$ cat config.mk
export PLATFORM = sky130hd
export DESIGN_NAME = pwm_lockstep_chan
export DESIGN_NICKNAME = d
export VERILOG_FILES = /design/src/rtl/pwm_lockstep_chan.sv
export SDC_FILE = /design/constraint.sdc
export NUM_CORES = 1
export LEC_CHECK = 0
export BUFFER_PORTS_ARGS = -buffer_cell sky130_fd_sc_hd__buf_2
export CORE_ASPECT_RATIO = 0.8
export CORE_MARGIN = 10
export CORE_UTILIZATION = 50
export CTS_CLUSTER_DIAMETER = 100
export DETAILED_ROUTE_END_ITERATION = 6
export HOLD_SLACK_MARGIN = 0.02
export PLACE_DENSITY = 0.68
export SYNTH_ARGS = -nofsm -noshare
export SYNTH_HDL_FRONTEND = slang
export SYNTH_SLANG_ARGS = --single-unit
export TNS_END_PERCENT = 5
$ cat constraint.sdc
create_clock -name clk -period 4.1 [get_ports clk]
set_input_delay 0.205 -clock clk [delete_from_list [all_inputs] [get_ports clk]]
set_output_delay 0.205 -clock clk [all_outputs]
set_load 0.05 [all_outputs]
$ cat src/rtl/pwm_lockstep_chan.sv
module pwm_lockstep_chan #(
  parameter int DW = 32,
  parameter int AW = 4
) (
  input  logic          clk,
  input  logic          rst_n,
  input  logic          wr_en,
  input  logic [AW-1:0] addr,
  input  logic [DW-1:0] wdata,
  output logic [DW-1:0] rdata,
  output logic          pwm_out
);
  localparam int EN_B   = 0;
  localparam int HI_B   = 3;
  localparam int LO_B   = 4;
  localparam int LOCK_B = 6;
  localparam logic [1:0] MODE_CONT = 2'b01;
  localparam logic [1:0] SEL_CNT  = 2'd0;
  localparam logic [1:0] SEL_PER  = 2'd1;
  localparam logic [1:0] SEL_DUTY = 2'd2;
  localparam logic [1:0] SEL_CTRL = 2'd3;

  logic [DW-1:0] ctrl_q, per_sh, duty_sh, per_act, duty_act, cnt;
  logic          hi_act, lo_act;
  logic [DW-1:0] ctrl_n, per_n, duty_n;
  logic [DW:0]   cnt_inc;
  logic [1:0]    slot;
  logic          run, run_n, last, bound, commit;
  logic          unused_addr;

  assign slot        = addr[3:2];
  assign unused_addr = ^addr;

  assign ctrl_n = (wr_en && slot == SEL_CTRL) ? wdata : ctrl_q;
  assign per_n  = (wr_en && slot == SEL_PER)  ? wdata : per_sh;
  assign duty_n = (wr_en && slot == SEL_DUTY) ? wdata : duty_sh;

  assign run   = ctrl_q[EN_B] && (ctrl_q[2:1] == MODE_CONT);
  assign run_n = ctrl_n[EN_B] && (ctrl_n[2:1] == MODE_CONT);

  assign cnt_inc = {1'b0, cnt} + 1'b1;
  assign last    = cnt_inc >= {1'b0, per_act};
  assign bound   = !run || last;
  assign commit  = bound && !ctrl_n[LOCK_B];

  always_ff @(posedge clk or negedge rst_n) begin
    if (!rst_n) begin
      ctrl_q   <= '0;
      per_sh   <= '0;
      duty_sh  <= '0;
      per_act  <= '0;
      duty_act <= '0;
      hi_act   <= 1'b0;
      lo_act   <= 1'b0;
      cnt      <= '0;
    end else begin
      ctrl_q  <= ctrl_n;
      per_sh  <= per_n;
      duty_sh <= duty_n;
      if (commit) begin
        per_act  <= per_n;
        duty_act <= duty_n;
        hi_act   <= ctrl_n[HI_B];
        lo_act   <= ctrl_n[LO_B];
      end
      cnt <= (run_n && run && !last) ? cnt_inc[DW-1:0] : '0;
    end
  end

  assign pwm_out = (run && (cnt < duty_act)) ? hi_act : lo_act;

  always_comb begin
    unique case (slot)
      SEL_CNT:  rdata = cnt;
      SEL_PER:  rdata = per_sh;
      SEL_DUTY: rdata = duty_sh;
      default:  rdata = ctrl_q;
    endcase
  end
endmodule


==> results of run 1 <==
## per-layer routing
layer,vias to the layer above,track usage [%],wire length [µm]
met2,118,28.1,10800
met5,-,0,0
li1,2892,-,-
met3,18,3.90,1160
met4,0,4.33,220
met1,3188,23.4,10800
## cells in the final DEF, fill, tap and decap left out, drive strengths merged, types with 2 or more instances in the layout
cell and count:
a2111oi 2, a211oi 5, a21o 9, a21oi 16, and2 2, and3 8
and4 4, buf 95, bufinv 3, clkbuf 20, clkinv 5, clkinvlp 3
dfrtp 194, dlygate4sd3 9, ha 64, inv 68, mux2 163, mux4 32
nand2 14, nand2b 2, nand3 17, nand3b 5, nand4 15, nor2 16
nor2b 33, nor3 5, nor4 4, o21ai 11, xnor2 20, xor2 10
## state kept, by name, summed over array words and instances (netlist names)
| name | cells |
|---|---|
| cnt | 32 |
| duty_act | 32 |
| hi_act | 1 |
| per_act | 32 |
| duty_sh | 32 |
| ctrl_q | 32 |
| lo_act | 1 |
| per_sh | 32 |
## cell families after synthesis
| logic type | count (synthesis) |
|---|---|
| simple gates | 127 |
| flops | 194 |
| compound gates | 51 |
| mux | 195 |
| xor+xnor | 30 |
| fa+ha+maj | 64 |
| buf+inv | 96 |
## area by class of cell
type                       instances  area [µm²]  area share (%)
multi-input combinational        467        4890            42.0
sequential                       194        4860            41.7
timing repair buffer             106         713            6.13
clock buffer                      18         439            3.77
tap                              264         330            2.84
inverter                          66         248            2.13
clock inverter                    13         159            1.37
## what timing repair did
item / CTS / global route
hold buffers: 9 / 0
gates cloned: 0 / 1
setup buffers: 0 / 3
pin swaps: 0 / 2
endpoints found under the hold margin: 126 / 0
gates resized for setup: 1 / 10
endpoints found under the setup margin: 34 / 66
## stage by stage
stage / hold WS (ns) / utilization (%)
global route: 0.0219 / 58.4
detailed placement: 0.423 / 54.6
floorplan: -0.0906 / -
finish: 0.0316 / 58.4
global placement: 0.399 / 54.6
CTS: 0.0240 / 58.0
## power groups by stage
stage          registers (mW)  clock network (mW)  logic [mW]
2_1_floorplan            2.57                   0        1.42
3_3_place_gp             2.63                   0        1.69
3_5_place_dp             2.67                   0        1.74
4_1_cts                  2.64                1.75        1.78
5_1_grt                  2.69                1.83        1.97
6_report                 2.64                1.72        1.79
## path summary, 6_finish.rpt
kind / start / to / slack, ns / cells past startpoint
max in group asynchronous: rst_n / per_sh[19]$_DFF_PN0_ / 2.51 / 3
min: wdata[8] / ctrl_q[8]$_DFFE_PN0P_ / 0.03 / 2
max reg2reg: cnt[1]$_DFF_PN0_ / per_act[11]$_DFFE_PN0P_ / 0.16 / 16
min in group asynchronous: rst_n / duty_act[24]$_DFFE_PN0P_ / 0.47 / 2
min reg2reg: ctrl_q[5]$_DFFE_PN0P_ / ctrl_q[5]$_DFFE_PN0P_ / 0.50 / 1
max: cnt[1]$_DFF_PN0_ / per_act[11]$_DFFE_PN0P_ / 0.16 / 16
==> run_results.csv, run 1 <==
group,metric,value,unit
placed_design,place_ws,-0.0258,ns
grt,grt_pass1_vias,6926,
placed_design,dp.cells,1084,
placed_design,place_area,10900,µm²
synthesis,synth-main-ff-cell,"dfrtp_1",
setup_path,crit_arrival,4.26,ns
setup_path,crit_slowest_cell,"dfrtp_1",
sta,finalHoldViolations,0,
setup_path,path_delay_family,"simple AND/OR/NAND/NOR gates",
sta,fin_tns_setup,0,ns
sta,max_clock_freq,254,MHz
cells_and_area,final_cell_area,11600,µm²
floorplan,ios,72,
grt,grt_pass1_wl,37300,µm
synthesis,synthDistinctLibCells,47,
floorplan,die-area,26500,µm²
pwr,leakage,5.60,nW
placed_design,portBuffers,69,
grt,grt_start_max_net_pins,121,
floorplan,start_util,51.0,%
route,drt.antenna.violating_nets,0,
clock_network,clk_path_buf_depth,2,
synthesis,synth_top_area_share,47.8,%
synthesis,synth_nets,860,
setup_path,cp_cell_sequence,"and3_1 -> or3b_1 -> nor3_4 -> and2_4 -> buf_4 -> nand4_1 -> xnor2_1 -> ha_1 -> a21o_1 -> a211o_1 -> a41o_1 -> nor2_2 -> a21oi_4 -> buf_4 -> clkbuf_16 -> mux2_4",
sta,rsz0062_at_grt,"no",
route,wirelength,23000,µm
pwr,pwr-share-seq,42.9,%
synthesis,yosys.area_share.adder,7.88,%
clock_network,tritoncts,"done",
synthesis,yosys.area_share.simple,7.40,%
synthesis,synth_top_cell_by_area,"dfrtp_1",
grt,antenna_found_initial,0,
clock_network,cts_made_buffers,17,
setup_path,crit_fanout,18,
synthesis,synth_compound_area_share,3.31,%
cells_and_area,n_fill_cell,1638,
run,drv_cap,0,
grt,grt_overflow,0,
cells_and_area,num_antenna_cells,0,
grt,grt.total_usage,17.4,%
sta,fin_crit_sh,96.2,%
cells_and_area,final_cells,1128,
synthesis,synth-edff-count,0,
synthesis,async_flop_share,100,%
synthesis,synth.area.mux_share,26.6,%
setup_path,crit_path_end_kind,"flip-flop",
synthesis,synth_xor_area_share,2.59,%
synthesis,yosysSeqAreaShare,47.8,%
synthesis,syn_area,10200,µm²
synthesis,ys_warn_count,0,
clock_network,worstSkewPairLatency,0.43,ns
pwr,power.internal,4.22,mW
route,post_drt_wl_per_cell,20.4,µm
sta,post-route-min-period,3.94,ns
pwr,p_sw_share,31.3,%
sta,worst_slew_pin_slew,0.998,ns
setup_path,critPathMaxStageDelay,0.43,ns
setup_path,crit_type,"flip-flop to flip-flop",
hold_path,hold_class,"input port to flip-flop",
synthesis,synth_top_family_by_area,"multiplexers",
sta,setup_viol,0,
setup_path,worst_path_most_repeated_cell,"buf_4",
outcome,status,"completed",
route,dr.first_iter.drc_count,356,
pwr,powerDensity,528,nW/µm²
pwr,p_comb_share,29.2,%
clock_network,cts.sinks,194,
sta,slew_viol_final,0,
cells_and_area,area_delta_synth_final,14.5,%
clock_network,cts-root-buf,"clkbuf_16",
floorplan,core,19900,µm²
floorplan,die_h,148,µm
route,vias,6216,
setup_path,worst-path-buf-inv,3,
pwr,power,6.15,mW
route,via_per_inst,5.51,
placed_design,place_congestion,0.868,
synthesis,synth.avg_cell_area,13.4,µm²
setup_path,critPathLaunchType,"flip-flop",
floorplan,die_w,179,µm
placed_design,hpwl,16200,µm
floorplan,std_cell_rows,46,
synthesis,synthTopCellsByCount,"dfrtp_1, mux2_2, inv_1",
sta,relSlewSlack,33.2,%
route,dr.pass1.iters,4,
setup_path,cp.required,4.42,ns
pwr,ir_drop,273,µV
route,drc,0,
sta,postLayoutSetupSlackWorst,0.156,ns
synthesis,yosysMostFrequentCell,"dfrtp_1",
clock_network,htreeDepth,4,
clock_network,clkTransAtPathRegs,0.07,ns
synthesis,synth_cells,757,
pwr,power.share.clock,27.9,%
synthesis,ys_ff_latch,194,
cells_and_area,fin_nets,955,
pwr,power_switching,1.93,mW
synthesis,synth_area_leaders,"dfrtp_1, mux2_2, ha_1",
cells_and_area,layout-drive-gt1-share,38.9,%
sta,final.setup_skew,0.00907,ns
Note: power is estimated with default switching activity, not from simulation.
==> run 2, diff against run 1 <==
clock period = 3.7 ns   (was 4.1 ns; I/O delays follow)
==> run_results.csv, run 2 (synthesis gave the netlist of run 1 again) <==
group,metric,value,unit
cells_and_area,final_cells,1177,
route,dr.pass1.iters,4,
cells_and_area,layout_commonest_cell,"dfrtp_1",
sta,post-route-min-period,3.73,ns
cells_and_area,layout-drive-gt1-share,42.5,%
grt,grt.total_usage,17.2,%
run,drv_cap,0,
floorplan,die-area,26500,µm²
sta,worst_slew_pin_slew,0.968,ns
cells_and_area,fin_nets,1003,
pwr,ir_drop,321,µV
cells_and_area,num_antenna_cells,0,
sta,max_clock_freq,268,MHz
placed_design,portBuffers,69,
clock_network,htreeDepth,4,
placed_design,place_area,11000,µm²
sta,rsz0062_at_grt,"yes",
cells_and_area,area_delta_synth_final,21.5,%
placed_design,hpwl,15900,µm
grt,grt_overflow,0,
setup_path,critPathLaunchType,"flip-flop",
route,wirelength,23200,µm
route,dr.first_iter.drc_count,474,
clock_network,clk_path_buf_depth,2,
floorplan,core,19900,µm²
cells_and_area,layout_common_cells,"dfrtp_1, mux2_2, buf_2",
sta,postLayoutSetupSlackWorst,-0.0299,ns
setup_path,crit_arrival,4.05,ns
clock_network,clkTransAtPathRegs,0.07,ns
floorplan,std_cell_rows,46,
setup_path,rr_worst_depth,17,
grt,grt_pass1_wl,37400,µm
clock_network,cts_made_buffers,17,
sta,relSlewSlack,35.5,%
clock_network,worstSkewPairLatency,0.44,ns
sta,setup_viol,39,
route,via_per_inst,5.53,
sta,slew_viol_final,0,
grt,grt_pass1_vias,7061,
sta,finalHoldViolations,0,
setup_path,cp.required,4.02,ns
route,drt.antenna.violating_nets,0,
floorplan,die_w,179,µm
setup_path,crit_fanout,8,
setup_path,crit_type,"flip-flop to flip-flop",
cells_and_area,fin_util,62.0,%
route,post_drt_wl_per_cell,19.7,µm
pwr,powerDensity,574,nW/µm²
route,drc,0,
outcome,violations,"setup timing",
placed_design,place_congestion,0.854,
hold_path,hold_class,"input port to flip-flop",
clock_network,cts-root-buf,"clkbuf_16",
floorplan,die_h,148,µm
outcome,status,"finished with violations",
pwr,leakage,5.94,nW
setup_path,crit_path_end_kind,"flip-flop",
floorplan,ios,72,
sta,final.setup_skew,0.0108,ns
cells_and_area,final_cell_area,12300,µm²
clock_network,cts.sinks,194,
route,vias,6506,
sta,fin_crit_sh,101,%
grt,grt_start_max_net_pins,118,
clock_network,tritoncts,"done",
placed_design,dp.cells,1104,
grt,antenna_found_initial,0,
floorplan,start_util,51.0,%
hold_path,whs_path_depth,2,
-- run 2: path summary, 6_finish.rpt --
path / startpoint / to / slack (ns)
max: cnt[0]$_DFF_PN0_ / duty_act[6]$_DFFE_PN0P_ / -0.03
min: wdata[3] / duty_sh[3]$_DFF_PN0_ / 0.03
max reg2reg: cnt[0]$_DFF_PN0_ / duty_act[6]$_DFFE_PN0P_ / -0.03
min reg2reg: duty_act[6]$_DFFE_PN0P_ / duty_act[6]$_DFFE_PN0P_ / 0.51
max in group asynchronous: rst_n / cnt[17]$_DFF_PN0_ / 2.36
min in group asynchronous: rst_n / duty_sh[24]$_DFF_PN0_ / 0.42
-- run 2: layout make-up --
| class | count | area, µm² |
|---|---|---|
| Sequential cell | 194 | 4860 |
| Clock inverter | 10 | 146 |
| Fill cell | 1567 | 7570 |
| Multi-Input combinational cell | 467 | 5040 |
| Clock buffer | 22 | 484 |
| Timing Repair Buffer | 154 | 1240 |
| Tap cell | 264 | 330 |
| Inverter | 66 | 248 |
-- run 2: repair_timing --
action / 4_1_cts / 5_1_grt
resized for setup: 13 / 40
cloned: 0 / 3
setup endpoints to repair: 64 / 95
endpoints found under the hold margin: 156 / 0
pin swaps: 1 / 21
hold buffers: 28 / 0
setup buffers: 1 / 9
-- run 2: metrics by stage --
| stage | total power, mW | worst slack (ns) | hold WS [ns] | setup TNS [ns] |
|---|---|---|---|---|
| after floorplan | 4.42 | 0.0879 | -0.111 | 0 |
| after global placement | 4.83 | -0.0469 | 0.369 | -0.635 |
| after detailed placement | 4.90 | -0.136 | 0.378 | -6.64 |
| after CTS | 6.95 | -0.0268 | 0.0211 | -0.285 |
| after global routing | 7.45 | -0.200 | 0.0390 | -11.35 |
| final | 7.08 | -0.0299 | 0.0340 | -0.776 |
-- run 2: report_power, final --
part / switching (mW) / internal (mW)
clock network: 0.836 / 1.15
logic: 1.08 / 1.10
registers: 0.289 / 2.63
total: 2.21 / 4.88
-- run 2: worst max-delay path, cell delays in order, from the launching register on --
cell     delay, ns
dfrtp_1       0.41
and3_4        0.20
or3b_4        0.40
nor3_4        0.21
and2_4        0.23
nand3_2       0.09
xnor2_1       0.15
ha_1          0.33
nand3_2       0.10
buf_4         0.15
nor2_2        0.13
o31ai_2       0.11
a21oi_2       0.19
nor2_4        0.07
a21oi_4       0.18
buf_12        0.18
buf_16        0.15
mux2_2        0.33
-- run 2: metal layers --
metal	track usage, %	wire length [µm]	part of all wire [%]
met2	27.6	11000	47
met4	4.29	293	1.3
met1	23.3	11000	48
met5	0	0	0
met3	3.83	902	3.9
